**src/rtl/wsb_pkg.sv**
```systemverilog
package wsb_pkg;

    typedef enum logic {
        POL_INVAL  = 1'b0,
        POL_UPDATE = 1'b1
    } wsb_pol_e;

    // Whether the oldest entry may be offered for flushing.
    function automatic logic wsb_flush_ok(
        input wsb_pol_e pol,
        input logic     head_owned,
        input logic     over_thresh,
        input logic     rel_pending
    );
        if (pol == POL_UPDATE) begin
            return over_thresh || rel_pending;
        end
        return head_owned;
    endfunction

endpackage

```
**src/rtl/wsb_lookup.sv**
```systemverilog
module wsb_lookup #(
    parameter int N      = 8,
    parameter int LINE_W = 26
) (
    input  logic [N-1:0][LINE_W-1:0] lines,
    input  logic [N-1:0]             valid,
    input  logic [LINE_W-1:0]        key,
    output logic [N-1:0]             hit
);
    for (genvar gi = 0; gi < N; gi++) begin : g_cmp
        assign hit[gi] = valid[gi] && (lines[gi] == key);
    end
endmodule

```
**src/rtl/wsb_policy.sv**
```systemverilog
module wsb_policy
    import wsb_pkg::*;
#(
    parameter int N      = 8,
    parameter int THRESH = 4,
    localparam int CNT_W = $clog2(N + 1)
) (
    input  logic             clk,
    input  logic             rst,
    input  wsb_pol_e         pol,
    input  logic [CNT_W-1:0] count,
    input  logic             head_owned,
    input  logic             rel_req,
    output logic             fl_valid,
    output logic             stall,
    output logic             rel_done
);
    logic rel_pend;
    logic full;
    logic empty;

    assign full     = (count == CNT_W'(N));
    assign empty    = (count == '0);
    assign rel_done = rel_pend && empty;
    assign stall    = full || (rel_pend && !empty);
    assign fl_valid = !empty &&
                      wsb_flush_ok(pol, head_owned, count > CNT_W'(THRESH), rel_pend);

    always_ff @(posedge clk) begin
        if (rst) begin
            rel_pend <= 1'b0;
        end else if (rel_done) begin
            rel_pend <= 1'b0;
        end else if (rel_req) begin
            rel_pend <= 1'b1;
        end
    end

    AST_DONE_PULSE: assert property (@(posedge clk) disable iff (rst)
        rel_done |=> !rel_done);

endmodule

```
**src/rtl/wsb_tracker.sv**
```systemverilog
module wsb_tracker
    import wsb_pkg::*;
#(
    parameter int ENTRIES = 8,
    parameter int WORDS   = 8,
    parameter int LINE_W  = 26,
    parameter int THRESH  = 4,
    localparam int WIDX_W = $clog2(WORDS),
    localparam int CNT_W  = $clog2(ENTRIES + 1)
) (
    input  logic              clk,
    input  logic              rst,
    input  logic              upd_mode,
    input  logic              st_valid,
    input  logic [LINE_W-1:0] st_line,
    input  logic [WIDX_W-1:0] st_word,
    input  logic              rel_req,
    input  logic              grant_valid,
    input  logic [LINE_W-1:0] grant_line,
    output logic              fl_valid,
    input  logic              fl_ready,
    output logic [LINE_W-1:0] fl_line,
    output logic [WORDS-1:0]  fl_mask,
    output logic              stall,
    input  logic [LINE_W-1:0] rd_line,
    input  logic [WIDX_W-1:0] rd_word,
    output logic              rd_dirty,
    output logic              rel_done
);
    typedef struct packed {
        logic [LINE_W-1:0] line;
        logic [WORDS-1:0]  mask;
        logic              owned;
    } ent_t;

    // Entry 0 is always the oldest; the queue compacts on every flush.
    ent_t [ENTRIES-1:0] q;
    ent_t [ENTRIES-1:0] s_q;
    ent_t [ENTRIES-1:0] n_q;
    logic [CNT_W-1:0]   count;
    logic [CNT_W-1:0]   s_count;

    logic [ENTRIES-1:0][LINE_W-1:0] cur_lines;
    logic [ENTRIES-1:0][LINE_W-1:0] s_lines;
    logic [ENTRIES-1:0]             cur_valid;
    logic [ENTRIES-1:0]             s_valid;
    logic [ENTRIES-1:0]             rd_bits;
    logic [ENTRIES-1:0]             st_hit;
    logic [ENTRIES-1:0]             gr_hit;
    logic [ENTRIES-1:0]             rd_hit;

    logic             pop;
    logic             alloc;
    logic             merge;
    logic [WORDS-1:0] wbit;
    wsb_pol_e         pol;

    assign pol     = wsb_pol_e'(upd_mode);
    assign pop     = fl_valid && fl_ready;
    assign s_count = count - CNT_W'(pop);
    assign wbit    = WORDS'(1) << st_word;

    // View of the queue after this cycle's flush, used for merging and grants.
    for (genvar gi = 0; gi < ENTRIES; gi++) begin : g_slot
        if (gi < ENTRIES - 1) begin : g_mid
            assign s_q[gi] = pop ? q[gi+1] : q[gi];
        end else begin : g_last
            assign s_q[gi] = pop ? '0 : q[gi];
        end
        assign cur_valid[gi] = CNT_W'(gi) < count;
        assign s_valid[gi]   = CNT_W'(gi) < s_count;
        assign cur_lines[gi] = q[gi].line;
        assign s_lines[gi]   = s_q[gi].line;
        assign rd_bits[gi]   = q[gi].mask[rd_word];
    end

    wsb_lookup #(.N(ENTRIES), .LINE_W(LINE_W)) u_st_look (
        .lines(s_lines), .valid(s_valid), .key(st_line), .hit(st_hit)
    );

    wsb_lookup #(.N(ENTRIES), .LINE_W(LINE_W)) u_gr_look (
        .lines(s_lines), .valid(s_valid), .key(grant_line), .hit(gr_hit)
    );

    wsb_lookup #(.N(ENTRIES), .LINE_W(LINE_W)) u_rd_look (
        .lines(cur_lines), .valid(cur_valid), .key(rd_line), .hit(rd_hit)
    );

    assign merge = st_valid && (|st_hit);
    assign alloc = st_valid && !(|st_hit) && (s_count < CNT_W'(ENTRIES));

    always_comb begin
        n_q = s_q;
        for (int i = 0; i < ENTRIES; i++) begin
            if (merge && st_hit[i]) begin
                n_q[i].mask = s_q[i].mask | wbit;
            end
            if (grant_valid && gr_hit[i]) begin
                n_q[i].owned = 1'b1;
            end
            if (alloc && (s_count == CNT_W'(i))) begin
                n_q[i].line  = st_line;
                n_q[i].mask  = wbit;
                n_q[i].owned = grant_valid && (grant_line == st_line);
            end
        end
    end

    always_ff @(posedge clk) begin
        if (rst) begin
            q     <= '0;
            count <= '0;
        end else begin
            q     <= n_q;
            count <= s_count + CNT_W'(alloc);
        end
    end

    wsb_policy #(.N(ENTRIES), .THRESH(THRESH)) u_policy (
        .clk       (clk),
        .rst       (rst),
        .pol       (pol),
        .count     (count),
        .head_owned(q[0].owned),
        .rel_req   (rel_req),
        .fl_valid  (fl_valid),
        .stall     (stall),
        .rel_done  (rel_done)
    );

    assign fl_line  = q[0].line;
    assign fl_mask  = q[0].mask;
    assign rd_dirty = |(rd_hit & rd_bits);

    AST_NO_OVERFLOW: assert property (@(posedge clk) disable iff (rst)
        count <= CNT_W'(ENTRIES));
    AST_ALLOC_GROWS: assert property (@(posedge clk) disable iff (rst)
        (alloc && !pop) |=> count == $past(count) + 1'b1);
    AST_MERGE_KEEPS: assert property (@(posedge clk) disable iff (rst)
        (merge && !pop) |=> count == $past(count));
    AST_POP_FREES: assert property (@(posedge clk) disable iff (rst)
        (pop && !alloc) |=> count == $past(count) - 1'b1);
    AST_SWAP_KEEPS: assert property (@(posedge clk) disable iff (rst)
        (pop && alloc) |=> count == $past(count));
    AST_INV_OWNED: assert property (@(posedge clk) disable iff (rst)
        (pop && !upd_mode) |-> q[0].owned);
    AST_UPD_THRESH: assert property (@(posedge clk) disable iff (rst)
        (upd_mode && count > CNT_W'(THRESH)) |-> fl_valid);
    AST_HEAD_HOLD: assert property (@(posedge clk) disable iff (rst)
        (fl_valid && !fl_ready) |=> $stable(fl_line));

endmodule

```
**config.mk**
```make
export PLATFORM = sky130hd
export DESIGN_NAME = wsb_tracker
export DESIGN_NICKNAME = d
export VERILOG_FILES = /design/src/rtl/wsb_pkg.sv /design/src/rtl/wsb_lookup.sv /design/src/rtl/wsb_policy.sv /design/src/rtl/wsb_tracker.sv
export SDC_FILE = /design/constraint.sdc
export NUM_CORES = 1
export LEC_CHECK = 0
export ABC_CLOCK_PERIOD_IN_PS = 5900
export BUFFER_PORTS_ARGS = -buffer_cell sky130_fd_sc_hd__clkbuf_2
export CORE_UTILIZATION = 25
export CTS_CLUSTER_SIZE = 24
export DETAILED_ROUTE_END_ITERATION = 7
export PLACE_DENSITY = 0.51
export SYNTH_ARGS = -nofsm -noshare
export SYNTH_HDL_FRONTEND = slang
export SYNTH_SLANG_ARGS = --single-unit
```
**constraint.sdc**
```tcl
create_clock -name clk -period 5.9 [get_ports clk]
set_clock_uncertainty 0.1 [all_clocks]
set_input_delay 0.59 -clock clk [delete_from_list [all_inputs] [get_ports clk]]
set_output_delay 0.59 -clock clk [all_outputs]
set_load 0.1 [all_outputs]
```
==> impl_metrics.py <==
metrics = {
    "detailed_routing": {
        "drt_iter0_drc": 3898,
        "via_per_inst": 5.87,
        "firstDrtPassIters": 8,
        "final_antenna_net_count": 0,
        "num_vias": 23700,
        "drc_errors": 1,
        "routed_wirelength_microns": 133000,
        "post_drt_wl_per_cell_microns": 33.0,
    },
    "logic_synthesis": {
        "synth_warnings": 0,
        "synth_most_common_cell": "nor2_1",
        "synth.area.top_cells": "dfxtp_1 25%, xnor2_1 10%, mux2i_1 10%",
        "yosys.area.top_type": "dfxtp_1",
        "synth_flop_cell": "dfxtp_1",
        "synthCells": 2804,
        "ys_types": 83,
        "ys_seq_elements": 285,
        "ys_seq_area_share_pct": 24.6,
        "syn_avg_cell_area_sq_um": 8.28,
        "yosys-top-cells-count": "299 x nor2_1, 285 x dfxtp_1, 270 x xnor2_1, 247 x xor2_1, 232 x mux2i_1",
        "synthArstFlopShare_pct": 0,
        "syn-num-nets": 2899,
        "synth_enable_flop_cells": 0,
        "synth_area_sq_um": 23200,
        "synth_top_area_share_pct": 24.6,
    },
    "power_and_ir_drop": {
        "p_leak_uw": 0.00952,
        "powerDensity_nw_per_um2": 393,
        "ir_drop_mv": 0.323,
        "p_total_uw": 10200,
    },
    "sta": {
        "finalMaxSlewViolations": 0,
        "finalSetupViolCount": 0,
        "setup_tns_ns": 0,
        "worst_pin_slew_ns": 1.29,
        "post-route-period-util_pct": 97.9,
        "final-hold-violation-count": 0,
        "max_slew_margin_pct": 13.6,
        "period_needed_ns": 5.78,
        "whs_ns": 0.204,
        "grt_setup_unrepaired": "no",
        "fmax_ghz": 0.173,
    },
    "placed_design": {
        "gp_congestion": 1.05,
        "dp.cells": 3973,
        "dpl.hpwl_microns": 94000,
        "portBuffers": 128,
    },
    "cts": {
        "cts_made_buffers": 38,
        "cts_sinks": 285,
        "clk_latency_ns": 0.58,
        "cts_tree": "done",
        "cts_max_path_buffers": 3,
        "path_clk_slew_ns": 0.06,
        "cts_max_level": 2,
        "cts_hold_buf": 0,
        "root_buffer": "clkbuf_16",
    },
    "job": {
        "maxCapViolCount": 0,
    },
    "global_route": {
        "grt_pass1_wl_microns": 181000,
        "met1_usage_pct": 35.0,
        "grt_max_degree": 72,
        "met2_usage_pct": 37.5,
        "top_usage_layer": "met2",
        "grt_use_total_pct": 27.4,
        "grt_util_met3_pct": 10.9,
        "antenna_found_initial": 4,
        "grt_pass1_vias": 22200,
        "overflow": 0,
    },
    "floorplanning": {
        "num_rows": 111,
        "die_y_microns": 307,
        "dieArea_sq_um": 94100,
        "dieWidth_microns": 307,
        "core_area_sq_um": 91800,
        "start_util_pct": 25.3,
        "ios": 129,
    },
    "setup_path": {
        "reg2reg_depth": 15,
        "reg2reg_from": "count[0]$_SDFF_PP0_",
        "cp.arrival_ns": 6.16,
        "cp_max_fo": 40,
        "critical_path.endpoint_type": "flop",
        "crit_required_ns": 6.28,
        "worstReg2RegEnd": "cur_lines[48]$_SDFF_PP0_",
        "ff2ff_setup_slack_ns": 0.12,
        "crit_type": "reg -> reg",
        "cp-start-kind": "flop",
    },
    "hold_path": {
        "hp-class": "in -> reg",
        "hp-start": "rel_req",
        "min_to": "u_policy.rel_pend$_SDFFE_PP0P_",
        "min_path_cells": 3,
    },
    "layout": {
        "fin_util_pct": 28.4,
        "nets": 2865,
        "final_cells": 4039,
        "areaGrowthSynthToFinish_pct": 12.1,
        "drive_gt1_share_pct": 13.9,
    },
    "status": {
        "violations": "design-rule violations",
        "outcome": "complete, but fails checks",
    },
}
-- how the worst max path moves through the flow --
stage | from | endpoint | slack [ns] | depth (start not counted)
6_report | count[0]$_SDFF_PP0_ | cur_lines[48]$_SDFF_PP0_ | 0.12 | 15
5_1_grt | count[0]$_SDFF_PP0_ | cur_lines[46]$_SDFF_PP0_ | 0.11 | 15
4_1_cts | count[0]$_SDFF_PP0_ | fl_mask[7]$_SDFF_PP0_ | 0.30 | 13
3_5_place_dp | upd_mode | fl_mask[7]$_SDFF_PP0_ | 0.12 | 14
3_3_place_gp | upd_mode | fl_mask[7]$_SDFF_PP0_ | 0.13 | 14
2_1_floorplan | upd_mode | cur_lines[166]$_SDFF_PP0_ | 0.001 | 28
-- sequential cells by signal, summed over array words and instances, names as in the netlist --
| name | cells |
|---|---|
| u_policy.rel_pend | 1 |
| count | 4 |
| cur_lines | 182 |
| q | 64 |
| fl_line | 26 |
| fl_mask | 8 |
-- critical path, stage by stage (launching register included) --
cell and delay, ns:
dfxtp_1 0.68, o21a_1 0.41, o211ai_4 0.17, clkinv_8 0.18
buf_4 0.44, buf_4 0.54, a21oi_1 0.26, a221oi_1 0.58
nand4_1 0.54, buf_4 0.31, nor4bb_4 0.16, buf_4 0.22
nand4_4 0.29, buf_4 0.44, nor2_1 0.08, a211oi_1 0.22
-- kinds of logic (layout without fill, tap and decap cells) --
group,after synthesis,after routing,share of synthesized area (%)
muxes,266,266,12.6
and+or+nand+nor,825,825,17.7
other,0,1,0
adders and majority gates,4,4,0.215
DFF,285,285,24.6
AOI/OAI and AO/OA,524,524,17.4
xor gates and xnor gates,517,517,19.5
buffers and inverters,383,374,7.99
-- report_power, final --
| group | leakage, uW | switching [uW] | total (uW) | internal, uW |
|---|---|---|---|---|
| sequential | 0.00231 | 712 | 2950 | 2240 |
| combinational | 0.00659 | 3300 | 4820 | 1520 |
| clock | 0.000625 | 983 | 2460 | 1480 |
| total | 0.00952 | 5000 | 10200 | 5240 |
-- per-stage QoR --
stage	worst slack (ns)	instance area, sq um
2_1_floorplan	0.00128	23200
3_3_place_gp	0.130	24800
3_5_place_dp	0.115	24800
4_1_cts	0.302	26000
5_1_grt	0.111	26000
6_report	0.121	26000
-- routing by layer --
| layer | share of wire [%] | vias to the layer above |
|---|---|---|
| met2 | 39 | 1877 |
| met3 | 15 | 544 |
| met4 | 8.0 | 6 |
| li1 | - | 9913 |
| met5 | 0.025 | - |
| met1 | 38 | 11400 |
-- area by class of cell --
type | instances | area (sq um)
diodes | 1 | 2.50
clock buffers | 56 | 1120
clock inverters | 9 | 149
fillers | 9923 | 65800
inverters | 92 | 358
multi-input cells | 2136 | 15700
flip-flops and latches | 285 | 5710
well taps | 1243 | 1560
repair buffers | 217 | 1410
-- cells in the final DEF (no fill, tap or decap), drive strengths merged, types with 7 or more instances in the layout --
master,netlist,routed
a2111oi,13,13
a211oi,146,146
a21boi,9,9
a21oi,47,47
a221oi,7,7
a22o,8,8
a31oi,12,12
and2,10,10
buf,160,90
clkbuf,131,183
clkinv,6,11
dfxtp,285,285
inv,86,86
mux2,13,13
mux2i,237,237
mux4,16,16
nand2,146,146
nand2b,28,28
nand3,65,65
nand4,73,73
nand4b,14,14
nor2,299,299
nor2b,39,39
nor3,28,28
nor4,92,92
o2111ai,20,20
o211ai,7,7
o21ai,54,54
o221ai,19,19
o22ai,90,90
o2bb2ai,13,13
o31ai,25,25
o32ai,10,10
xnor2,270,270
xor2,247,247
-- timing repair --
item	4_1_cts	5_1_grt
buffers inserted	0	0
setup endpoints to repair	0	8
gates resized for setup	0	1
Power figures use the tool's default switching activity.
